### config.mk
export PLATFORM = sky130hd
export DESIGN_NAME = dispwin_mapper
export DESIGN_NICKNAME = d
export VERILOG_FILES = /design/src/rtl/dispwin_pkg.sv /design/src/rtl/ring_pointer.sv /design/src/rtl/window_addr.sv /design/src/rtl/digit_gate.sv /design/src/rtl/dispwin_mapper.sv
export SDC_FILE = /design/constraint.sdc
export NUM_CORES = 1
export LEC_CHECK = 0
export ABC_AREA = 1
export ABC_CLOCK_PERIOD_IN_PS = 6800
export CAP_MARGIN = 15
export CORE_AREA = 3 3 70 72
export DETAILED_ROUTE_END_ITERATION = 10
export DIE_AREA = 0 0 73 75
export GPL_ROUTABILITY_DRIVEN = 0
export HOLD_SLACK_MARGIN = 0.12
export PLACE_DENSITY = 0.95
export SYNTH_ARGS = -nofsm -noshare
export SYNTH_HDL_FRONTEND = slang
export SYNTH_HIERARCHICAL = 1
export SYNTH_SLANG_ARGS = --single-unit
export TNS_END_PERCENT = 20
### constraint.sdc
create_clock -name clk -period 6.8 [get_ports clk]
set_input_delay 2.04 -clock clk [delete_from_list [all_inputs] [get_ports clk]]
set_output_delay 2.04 -clock clk [all_outputs]
set_load 0.005 [all_outputs]
### src/rtl/dispwin_pkg.sv
package dispwin_pkg;
    localparam int DIGITS     = 12;
    localparam int MAIN_DEPTH = 48;
    localparam int AUX_DEPTH  = 12;

    typedef enum logic {
        GATE_DARK = 1'b0,
        GATE_LIT  = 1'b1
    } gate_state_e;
endpackage

### src/rtl/ring_pointer.sv
module ring_pointer #(
    parameter int MOD = 48,
    parameter int W   = $clog2(MOD)
) (
    input  logic         clk,
    input  logic         rst_n,
    input  logic         load,
    input  logic [W-1:0] load_val,
    input  logic         step,
    input  logic         dir,
    output logic [W-1:0] ptr
);
    localparam logic [W-1:0] LAST = W'(MOD - 1);

    logic [W-1:0] load_red;
    logic [W-1:0] ptr_nxt;

    always_comb begin
        load_red = W'(32'(load_val) % MOD);
        ptr_nxt  = ptr;
        if (load) begin
            ptr_nxt = load_red;
        end else if (step) begin
            if (!dir) ptr_nxt = (ptr == LAST) ? '0 : ptr + 1'b1;
            else      ptr_nxt = (ptr == '0) ? LAST : ptr - 1'b1;
        end
    end

    always_ff @(posedge clk or negedge rst_n) begin
        if (!rst_n) ptr <= '0;
        else        ptr <= ptr_nxt;
    end


    ptr_range_chk: assert property (@(posedge clk) disable iff (!rst_n)
        32'(ptr) < MOD);


    load_wins_chk: assert property (@(posedge clk) disable iff (!rst_n)
        (load && 32'(load_val) < MOD) |=> (ptr == $past(load_val)));


    left_wrap_chk: assert property (@(posedge clk) disable iff (!rst_n)
        (!load && step && !dir && ptr == LAST) |=> (ptr == '0));


    right_wrap_chk: assert property (@(posedge clk) disable iff (!rst_n)
        (!load && step && dir && ptr == '0) |=> (ptr == LAST));


    idle_hold_chk: assert property (@(posedge clk) disable iff (!rst_n)
        (!load && !step) |=> $stable(ptr));
endmodule

### src/rtl/window_addr.sv
module window_addr #(
    parameter int MOD    = 48,
    parameter int W      = $clog2(MOD),
    parameter int DIGITS = 12,
    parameter int IW     = 4
) (
    input  logic [W-1:0]  base,
    input  logic [IW-1:0] idx,
    output logic [W-1:0]  addr
);
    localparam int SW = ((W > IW) ? W : IW) + 1;

    logic [SW-1:0] sum;

    always_comb begin
        sum = SW'(base) + SW'(idx);
        if (32'(idx) >= DIGITS) addr = '0;
        else if (32'(sum) >= MOD) addr = W'(32'(sum) - MOD);
        else addr = W'(sum);
    end
endmodule

### src/rtl/digit_gate.sv
module digit_gate
    import dispwin_pkg::*;
#(
    parameter int NDIG = DIGITS,
    parameter int IW   = $clog2(NDIG)
) (
    input  logic            clk,
    input  logic            rst_n,
    input  logic            cmd_stb,
    input  logic [NDIG-1:0] cmd_mask,
    input  logic            cmd_m,
    input  logic            cmd_a,
    input  logic            cmd_off,
    input  logic [IW-1:0]   idx,
    output logic            main_en,
    output logic            aux_en
);
    gate_state_e     state, state_nxt;
    logic [NDIG-1:0] mask_q;
    logic            m_q, a_q;
    logic            turn_on;
    logic            digit_ok;

    assign turn_on = !cmd_off && (cmd_m || cmd_a);

    always_comb begin
        state_nxt = state;
        unique case (state)
            GATE_DARK: if (cmd_stb && turn_on)  state_nxt = GATE_LIT;
            GATE_LIT:  if (cmd_stb && !turn_on) state_nxt = GATE_DARK;
        endcase
    end

    always_ff @(posedge clk or negedge rst_n) begin
        if (!rst_n) begin
            state  <= GATE_DARK;
            mask_q <= '0;
            m_q    <= 1'b0;
            a_q    <= 1'b0;
        end else begin
            state <= state_nxt;
            if (cmd_stb) begin
                mask_q <= cmd_mask;
                m_q    <= cmd_m;
                a_q    <= cmd_a;
            end
        end
    end

    always_comb begin
        digit_ok = (32'(idx) < NDIG) && mask_q[idx];
        main_en  = 1'b0;
        aux_en   = 1'b0;
        unique case (state)
            GATE_DARK: ;
            GATE_LIT: begin
                main_en = digit_ok && m_q;
                aux_en  = digit_ok && a_q;
            end
        endcase
    end


    alloff_blank_chk: assert property (@(posedge clk) disable iff (!rst_n)
        (cmd_stb && cmd_off) |=> (!main_en && !aux_en));


    class_off_chk: assert property (@(posedge clk) disable iff (!rst_n)
        (cmd_stb && !cmd_m && !cmd_a) |=> (!main_en && !aux_en));


    idx_range_chk: assert property (@(posedge clk) disable iff (!rst_n)
        (32'(idx) >= NDIG) |-> (!main_en && !aux_en));
endmodule

### src/rtl/dispwin_mapper.sv
module dispwin_mapper
    import dispwin_pkg::*;
#(
    parameter int NDIG  = DIGITS,
    parameter int MDEP  = MAIN_DEPTH,
    parameter int ADEP  = AUX_DEPTH,
    parameter int MW    = $clog2(MDEP),
    parameter int AW    = $clog2(ADEP),
    parameter int IW    = $clog2(NDIG)
) (
    input  logic            clk,
    input  logic            rst_n,
    input  logic            load_stb,
    input  logic [MW-1:0]   load_main,
    input  logic [AW-1:0]   load_aux,
    input  logic            shift_stb,
    input  logic            shift_m,
    input  logic            shift_a,
    input  logic            shift_dir,
    input  logic            onoff_stb,
    input  logic [NDIG-1:0] onoff_mask,
    input  logic            onoff_m,
    input  logic            onoff_a,
    input  logic            onoff_alloff,
    input  logic [IW-1:0]   digit_idx,
    output logic [MW-1:0]   main_addr,
    output logic [AW-1:0]   aux_addr,
    output logic            main_en,
    output logic            aux_en
);
    logic [MW-1:0] main_ptr;
    logic [AW-1:0] aux_ptr;

    ring_pointer #(.MOD(MDEP), .W(MW)) u_main_ptr (
        .clk(clk), .rst_n(rst_n),
        .load(load_stb), .load_val(load_main),
        .step(shift_stb && shift_m), .dir(shift_dir),
        .ptr(main_ptr)
    );

    ring_pointer #(.MOD(ADEP), .W(AW)) u_aux_ptr (
        .clk(clk), .rst_n(rst_n),
        .load(load_stb), .load_val(load_aux),
        .step(shift_stb && shift_a), .dir(shift_dir),
        .ptr(aux_ptr)
    );

    window_addr #(.MOD(MDEP), .W(MW), .DIGITS(NDIG), .IW(IW)) u_main_win (
        .base(main_ptr), .idx(digit_idx), .addr(main_addr)
    );

    window_addr #(.MOD(ADEP), .W(AW), .DIGITS(NDIG), .IW(IW)) u_aux_win (
        .base(aux_ptr), .idx(digit_idx), .addr(aux_addr)
    );

    digit_gate #(.NDIG(NDIG), .IW(IW)) u_gate (
        .clk(clk), .rst_n(rst_n),
        .cmd_stb(onoff_stb), .cmd_mask(onoff_mask),
        .cmd_m(onoff_m), .cmd_a(onoff_a), .cmd_off(onoff_alloff),
        .idx(digit_idx),
        .main_en(main_en), .aux_en(aux_en)
    );


    main_addr_range_chk: assert property (@(posedge clk) disable iff (!rst_n)
        32'(main_addr) < MDEP);


    aux_addr_range_chk: assert property (@(posedge clk) disable iff (!rst_n)
        32'(aux_addr) < ADEP);
endmodule

# [Word level (Yosys, flattened, before mapping)]
# Index checks and enable logic that the tools add are counted.
[classes] bitwise=1 n_mux=21 reduce_logical=15 div_mod_pow=2 n_addsub=8 eq_ne=2 order_cmp=5
[ops] cell="6-bit two-way mux" n=7
[ops] cell="4-bit by 4-bit modulo with 32-bit output, second input constant" n=1
[ops] cell="6-bit by 6-bit modulo with 32-bit output, second input constant" n=1
[ops] cell="4-bit two-way mux" n=7
[ops] cell="1-bit logical AND" n=8
[ops] cell="6-bit by 4-bit adder with 7-bit output" n=1
[ops] cell="7-bit by 6-bit greater-or-equal comparator with 1-bit output, second input constant" n=1
[ops] cell="6-bit by 1-bit adder with 6-bit output, second input constant" n=1
[ops] cell="6-bit == test, second input constant" n=1
[ops] cell="6-bit zero test" n=1
[ops] cell="6-bit by 1-bit subtractor with 6-bit output, second input constant" n=1
[ops] cell="6-bit subtractor, second input constant" n=1
[ops] cell="4-bit by 4-bit adder with 5-bit output" n=1
[ops] cell="5-bit by 4-bit greater-or-equal comparator with 1-bit output, second input constant" n=1
[ops] cell="4-bit by 5-bit < comparator with 1-bit output, second input constant" n=1
[ops] cell="1-bit two-way mux" n=5
[ops] cell="4-bit by 1-bit adder with 4-bit output, second input constant" n=1
[ops] cell="1-bit binary-select mux with 4-bit select" n=1
[ops] cell="4-bit == test, second input constant" n=1
[ops] cell="4-bit greater-or-equal comparator, second input constant" n=1
[ops] cell="4-bit zero test" n=1
[ops] cell="4-bit < comparator, second input constant" n=1
[ops] cell="2-bit nonzero test" n=2
[ops] cell="4-bit by 1-bit subtractor with 4-bit output, second input constant" n=1
[ops] cell="other kinds (5)" n=6
[totals] register_bits=25 elab_cells=60 in_bits=37 output_inout_bits=12

# [Logic depth before layout (Yosys ltp)]
# Gate-level depths: netlist of run 1.
[logic_depth] ltp_word=6 ltp_mapped=17 depth_no_buf=17

# [Cells and area by module]
# Netlist of run 1, hierarchy kept.
[modules_own_cells] mod="digit_gate" cells_each=67 area_each_um2=767.0 instances=1
[modules_own_cells] mod="ring_pointer at u_main_ptr" cells_each=95 area_each_um2=658.1 instances=1
[modules_own_cells] mod="ring_pointer at u_aux_ptr" cells_each=56 area_each_um2=382.9 instances=1
[modules_own_cells] mod="window_addr at u_main_win" cells_each=69 area_each_um2=376.6 instances=1
[modules_own_cells] mod="window_addr at u_aux_win" cells_each=48 area_each_um2=260.2 instances=1
[modules_own_cells] mod="dispwin_mapper" cells_each=4 area_each_um2=15.0 instances=1

# [Least setup slack after synthesis of run 1]
# No wires, ideal clock.
[synth_path] path_kind="input port to output port" start="input digit_idx[0]" end="output main_addr[4]" arrival_ns=3.686 path_buffers=0 slack_ns=1.074 path_stages=17 path_cell_list="ha_1 > inv_1 > fa_1 > inv_1 > nand3_1 > nand2_1 > nand2_1 > nand2_2 > inv_1 > ha_1 > nand3_1 > nor2_2 > nand3_2 > nand2_2 > nor2_1 > nor2_1 > nor2_1"
[synth_between] elab_chain_cells=4
[synth_rtl] item="start: declaration" line_no="dispwin_mapper.sv:25" rtl="input logic [IW-1:0] digit_idx,"
[synth_rtl] item="6-bit by 4-bit adder with 7-bit output" line_no="window_addr.sv:16" rtl="sum = SW'(base) + SW'(idx);"
[synth_rtl] item="6-bit subtractor or 7-bit by 6-bit greater-or-equal comparator with 1-bit output (tied branches)" line_no="window_addr.sv:18" rtl="else if (32'(sum) >= MOD) addr = W'(32'(sum) - MOD);"
[synth_rtl] item="6-bit two-way mux" line_no="window_addr.sv:18"
[synth_rtl] item="6-bit two-way mux (*)" line_no="window_addr.sv:17" rtl="if (32'(idx) >= DIGITS) addr = '0;"
[synth_rtl] item="end: declaration" line_no="dispwin_mapper.sv:26" rtl="output logic [MW-1:0] main_addr,"
# Mark *: on every way between the ends. The rest lies on a longest branch, timed or not.

# [Worst setup path after layout of run 1]
[layout_path] start="input digit_idx[3]" end="output main_addr[5]"
# Same word-level chain as after synthesis.

==> results.yml, run 1 <==
floorplan:
  coreArea_um2: 4350
  start_util_pct: 56.5
  rows: 24
  dieArea_um2: 5480
  die_w_um: 73
  io_pins: 49
  die_y_um: 75
run:
  cap_violations: 0
worst_setup_path:
  slowest_stage: "clkdlybuf4s50_1"
  startpoint_type: "primary input"
  crit_path_max_fanout: 7
  crit_type: "in -> out"
  critical_path_arrival_ns: 4.53
  path_buf_inv: 3
  path_delay_family: "buffers and inverters"
  slowest_delay_ns: 0.50
  cp_cell_sequence: "clkdlybuf4s50_1, ha_1, nand2_1, inv_1, nand3_2, nand2_1, nand2_1, nand2_2, ha_1, nand3_1, nor2_2, nand3_2, nand2_2, o21ai_1, nor2_1, clkdlybuf4s50_1"
  cp.required_ns: 4.76
  cpMostUsedCell: "nand2_1"
  end_kind: "output port"
cts:
  cts_buffers: 3
  clk-insertion-delay-late_ns: 0.27
  cts_sinks: 25
  cts_tree: "built"
  clkTransAtPathRegs_ns: 0.09
  holdBufCountCts: 0
  clockBufferDepth: 2
  cts_htree_levels: 1
  cts_root_buf: "clkbuf_8"
place:
  portBuffers: 48
  placed_cells: 438
  dp_hpwl_um: 4550
  dpl_cell_area_um2: 2980
yosys:
  ys.warnings.count: 6
  synth_ff_type: "dfrtp_1"
  synth_cell_types: 37
  syn_nets: 393
  syn_area_um2: 2460
  synth.ff_latch_count: 25
  synth_edf_count: 0
  synth_top_area_share_pct: 25.4
  synth_area_leaders: "dfrtp_1, nand2_1, ha_1"
  async_flop_share_pct: 100
  synth_top_cell_by_area: "dfrtp_1"
  avgSynthCellArea_um2: 7.26
  postSynthCellCount: 339
  seq_area_frac_synth_pct: 25.4
sta:
  whs_ns: 0.495
  worst_pin_slew_ns: 0.842
  setup_viol: 0
  rsz0062_at_grt: "false"
  fmax_mhz: 152
  hold_viol: 0
  drv_slew: 0
  slew_headroom_pct: 43.7
  fin_setup_tns_ns: 0
  min_period_ns: 6.57
  skew_ns: 0.00352
  period_share_pct: 96.6
layout:
  fin_area_um2: 3080
  final_common_cell: "nand2_1"
  seq_area_um2: 626
  multi_input_area_um2: 1550
  diodes: 0
  mostFrequentLayoutCells: "nand2_1, inv_1, clkdlybuf4s50_1, nor2_1"
  drive_gt1_share_pct: 15.9
  layoutNonFillerInstCount: 443
  syn_to_final_growth_pct: 25.3
  fill_cells: 308
  finalNetCount: 446
detailed_routing:
  vias: 2419
  drt_wl_total_um: 5960
  ant_nets: 0
  initialDrtViolationCount: 207
  vias_per_cell: 5.46
  drc: 0
  firstDrtPassIters: 4
  avgRoutedWirePerCell_um: 13.5
grt:
  grt_max_degree: 26
  grt_util_all_layers_pct: 21.2
  grt_pass1_wl_um: 9310
  grt_pass1_vias: 2139
  grt-ovfl-total: 0
  antenna_found_initial: 0
power:
  irDropWorstVdd_mv: 0.128
  cellLeakagePower_nw: 1.57
  p_per_area_nw_per_um2: 184
worst_hold_path:
  hp-class: "reg -> reg"
run_status:
  status: "finished, final reports clean"
[routing by layer]
layer / GRT usage (%) / wire (um) / share of wire, %
met1: 27.3 / 2430 / 41
met2: 36.9 / 3030 / 51
met3: 2.94 / 382 / 6.4
met4: 6.76 / 126 / 2.1
met5: 0 / 0 / 0
[sequential cells by signal (all words and copies together) (netlist names), named ones only]
name / flops
u_aux_ptr/ptr: 4
u_gate/mask_q: 12
u_main_ptr/ptr: 6
u_gate/m_q: 1
u_gate/a_q: 1
[worst register-to-register path: stages, from the launching register on]
cell	delay [ns]
dfrtp_1	0.53
ha_1	0.29
nand3_4	0.11
o21ai_4	0.21
inv_2	0.06
a21oi_2	0.13
nand2_1	0.06
nand2_1	0.07
nand2_1	0.05
[power by group]
part / internal [W] / switching (W) / leakage, nW
logic: 0.000137 / 0.000142 / 1.24
registers: 0.000165 / 0.0000291 / 0.298
clock network: 0.0000430 / 0.0000511 / 0.0261
[synth_stat cells, types with 2 or more instances]
library cell and n:
a21oi_1 12, fa_1 2, a21oi_2 3, nand3_1 25
o211ai_1 2, mux2_1 7, nand2_1 85, mux2_4 6
buf_6 5, xor2_1 5, a22oi_1 3, o31ai_1 2
ha_1 15, dfrtp_1 25, o21ai_1 10, nand3_2 11
nand2_2 9, nand4_1 3, inv_1 49, xnor2_1 3
nor2_4 2, inv_2 9, nor2_2 2, nand3b_1 3
nor2_1 29
[kinds of logic after synthesis]
kind of cell	synth area share, %
flops	25.4
buf+inv	12.4
fa+ha+maj	9.26
simple gates	33.8
xor+xnor	2.85
compound gates	9.41
mux	6.87
[repair_timing]
item,in CTS,in global routing
setup endpoints to repair,2,4
gates resized for setup,2,6
buffers inserted,0,0
[worst paths after layout]
path / from / end / slack, ns / cells past startpoint
worst min register to register: u_gate/mask_q[1]$_DFFE_PN0P_ / u_gate/mask_q[1]$_DFFE_PN0P_ / 0.49 / 1
worst max-delay path: digit_idx[3] / main_addr[5] / 0.23 / 16
worst min-delay path: u_gate/mask_q[1]$_DFFE_PN0P_ / u_gate/mask_q[1]$_DFFE_PN0P_ / 0.49 / 1
min in group asynchronous: rst_n / u_gate/mask_q[9]$_DFFE_PN0P_ / 2.00 / 1
max in group asynchronous: rst_n / u_main_ptr/ptr[3]$_DFFE_PN0P_ / 4.40 / 2
worst max register to register: u_main_ptr/ptr[1]$_DFFE_PN0P_ / u_main_ptr/ptr[5]$_DFFE_PN0P_ / 5.20 / 8
[through the flow]
step	setup WS, ns	power [W]	utilization (%)
2_1_floorplan	1.07	0.000365	-
6_report	0.229	0.000567	70.8
5_1_grt	0.0142	0.000611	70.8
3_5_place_dp	-0.0322	0.000463	68.5
4_1_cts	0.0530	0.000559	69.7
3_3_place_gp	0.0557	0.000449	68.5
[area by class of cell]
cell class              instances  share of cell area (%)
flip-flops and latches         25                    20.3
clock buffers                   3                    1.34
inverters                      61                    7.63
repair buffers                 55                    18.1
multi-input cells             246                    50.2
clock inverters                 1                   0.284
well taps                      52                    2.11
Note: power is estimated with default switching activity, not from simulation.
==> run 2: changes to the inputs <==
- CAP_MARGIN: 15 -> not set
- SETUP_SLACK_MARGIN: not set -> 0.3
==> run 2 against run 1 <==
  * Clock power rose by 0.7%
  * First-iteration DRC count rose by 0.48%
  * Largest cell class unchanged
  * Final area barely moved
  * Largest power group unchanged
  * Core utilization rose by 0.057 points
  * Register-to-register slack barely moved
==> results.yml, run 2 (synthesis gave the netlist of run 1 again) <==
worst_setup_path:
  critical_path_arrival_ns: 4.47
  reg2reg_slack_ns: 5.20
  end_kind: "output port"
  reg2regPathDepth: 8
  startpoint_type: "primary input"
  reg2reg_from: "u_main_ptr/ptr[1]$_DFFE_PN0P_"
  crit_type: "in -> out"
  cp.required_ns: 4.76
  slowest_stage: "clkdlybuf4s50_1"
  crit_path_max_fanout: 3
  slowest_delay_ns: 0.50
  rr_endpoint: "u_main_ptr/ptr[5]$_DFFE_PN0P_"
  cp_cell_sequence: "clkdlybuf4s15_2, ha_2, inv_1, fa_2, inv_2, nand3_1, nand3b_1, nand2_2, inv_1, ha_1, nand3_1, nor2_2, nand3_2, nand2_2, o21ai_1, nor2_1, clkdlybuf4s50_1"
floorplan:
  die_y_um: 75
  coreArea_um2: 4350
  rows: 24
  start_util_pct: 56.5
  io_pins: 49
  die_w_um: 73
  dieArea_um2: 5480
layout:
  mostFrequentLayoutCells: "nand2_1, inv_1, clkdlybuf4s50_1, nor2_1"
  finish.utilization_pct: 70.8
  reg_top3: "u_gate/mask_q: 12 flops, u_main_ptr/ptr: 6 flops, u_aux_ptr/ptr: 4 flops"
  drive_gt1_share_pct: 17.4
  largest_reg_flops: 12
  fill_cells: 309
  fin_area_um2: 3080
  final_common_cell: "nand2_1"
  diodes: 0
  regMostFlops: "u_gate/mask_q"
  finalNetCount: 446
  syn_to_final_growth_pct: 25.4
grt:
  grt_max_degree: 26
  antenna_found_initial: 0
  grt-ovfl-total: 0
  grt_pass1_wl_um: 10000
  grt_pass1_vias: 2218
  grt_util_all_layers_pct: 23.1
detailed_routing:
  highest_layer: "met4"
  ant_nets: 0
  drc: 0
  vias_per_cell: 5.70
  avgRoutedWirePerCell_um: 14.2
  drt_wl_total_um: 6290
  vias: 2523
  initialDrtViolationCount: 208
  firstDrtPassIters: 5
  wl_met3_um: 382
  wl_met2_um: 3130
  met1_length_um: 2580
sta:
  whs_ns: 0.497
  setup_slack_ns: 0.292
  setup_viol: 0
  min_period_ns: 6.51
  rsz0062_at_grt: "true"
  worst_pin_slew_ns: 1.10
  drv_slew: 0
  skew_ns: 0.00431
  hold_viol: 0
  fmax_mhz: 154
  period_share_pct: 95.7
  slew_headroom_pct: 26.6
worst_hold_path:
  hold_end: "u_gate/mask_q[1]$_DFFE_PN0P_"
  hp-class: "reg -> reg"
  min_path_cells: 1
  hold_start: "u_gate/mask_q[1]$_DFFE_PN0P_"
cts:
  cts_tree: "built"
  cts_buffers: 3
  cts_sinks: 25
  cts_root_buf: "clkbuf_8"
  clockBufferDepth: 2
  clk-insertion-delay-late_ns: 0.27
  cts_htree_levels: 1
  holdBufCountCts: 0
  clkTransAtPathRegs_ns: 0.10
place:
  portBuffers: 48
  dpl_cell_area_um2: 2980
  dp_hpwl_um: 4550
  place_ws_ns: -0.0322
run:
  cap_violations: 0
power:
  power.total_w: 0.000574
  cellLeakagePower_nw: 1.57
  p_per_area_nw_per_um2: 186
  irDropWorstVdd_mv: 0.129
run_status:
  status: "finished, final reports clean"
run 2: cell count changes in the layout (fill, tap and decap cells not counted), sizes merged:
cell           change
dlygate4sd2        +1
clkbuf             +1
clkdlybuf4s50      -2
run 2: layer usage:
layer | track usage, % | vias up
met4 | 8.61 | 0
met2 | 40.3 | 133
met3 | 3.34 | 26
met1 | 29.0 | 1176
met5 | 0 | -
li1 | - | 1188
run 2: metrics by stage:
stage                     std cells  TNS [ns]
after floorplan                 339         0
after global placement          438         0
after detailed placement        438   -0.0606
after CTS                       442         0
after global routing            443         0
final                           443         0
run 2: layout make-up:
class	instances	area [um^2]	share of cell area [%]
tap	52	65.1	2.11
clock buffer	3	41.3	1.34
timing repair buffer	55	533	17.3
inverter	61	235	7.63
clock inverter	1	8.76	0.284
multi-input combinational	246	1580	51.1
sequential	25	626	20.3
run 2: critical path, delay by kind of cell:
| family | cells | cell delay, ns |
|---|---|---|
| AO/OA/AOI/OAI | 1 | 0.07 |
| AND/OR/NAND/NOR | 8 | 0.78 |
| adder cells (fa/ha/maj) | 3 | 0.68 |
| buffers and inverters | 5 | 0.90 |
run 2: report_power, final:
| group | internal [W] | switching [W] | total, W |
|---|---|---|---|
| clock | 0.0000430 | 0.0000518 | 0.0000948 |
| sequential | 0.000165 | 0.0000302 | 0.000195 |
| combinational | 0.000139 | 0.000146 | 0.000284 |
run 2: worst max path at each step:
stage | to | slack (ns) | depth (start not counted) | start
after detailed placement | main_addr[4] | -0.03 | 19 | digit_idx[0]
after floorplan | main_addr[4] | 1.07 | 17 | digit_idx[0]
after global placement | main_addr[4] | 0.06 | 19 | digit_idx[0]
after global routing | aux_addr[2] | 0.17 | 13 | digit_idx[0]
final | main_addr[5] | 0.29 | 17 | digit_idx[0]
after CTS | main_addr[4] | 0.30 | 16 | digit_idx[3]
run 2: timing repair:
action                                  4_1_cts  5_1_grt
pin swaps                                     0        1
resized for setup                            11        7
setup buffers                                 0        1
endpoints found under the setup margin        4        4
==> run 3: changes to the inputs <==
- HOLD_SLACK_MARGIN: 0.12 -> 0.03
- SKIP_LAST_GASP: not set -> 1
==> results of run 3 <==
No change in the layout: final DEF, timing and power equal those of run 2.
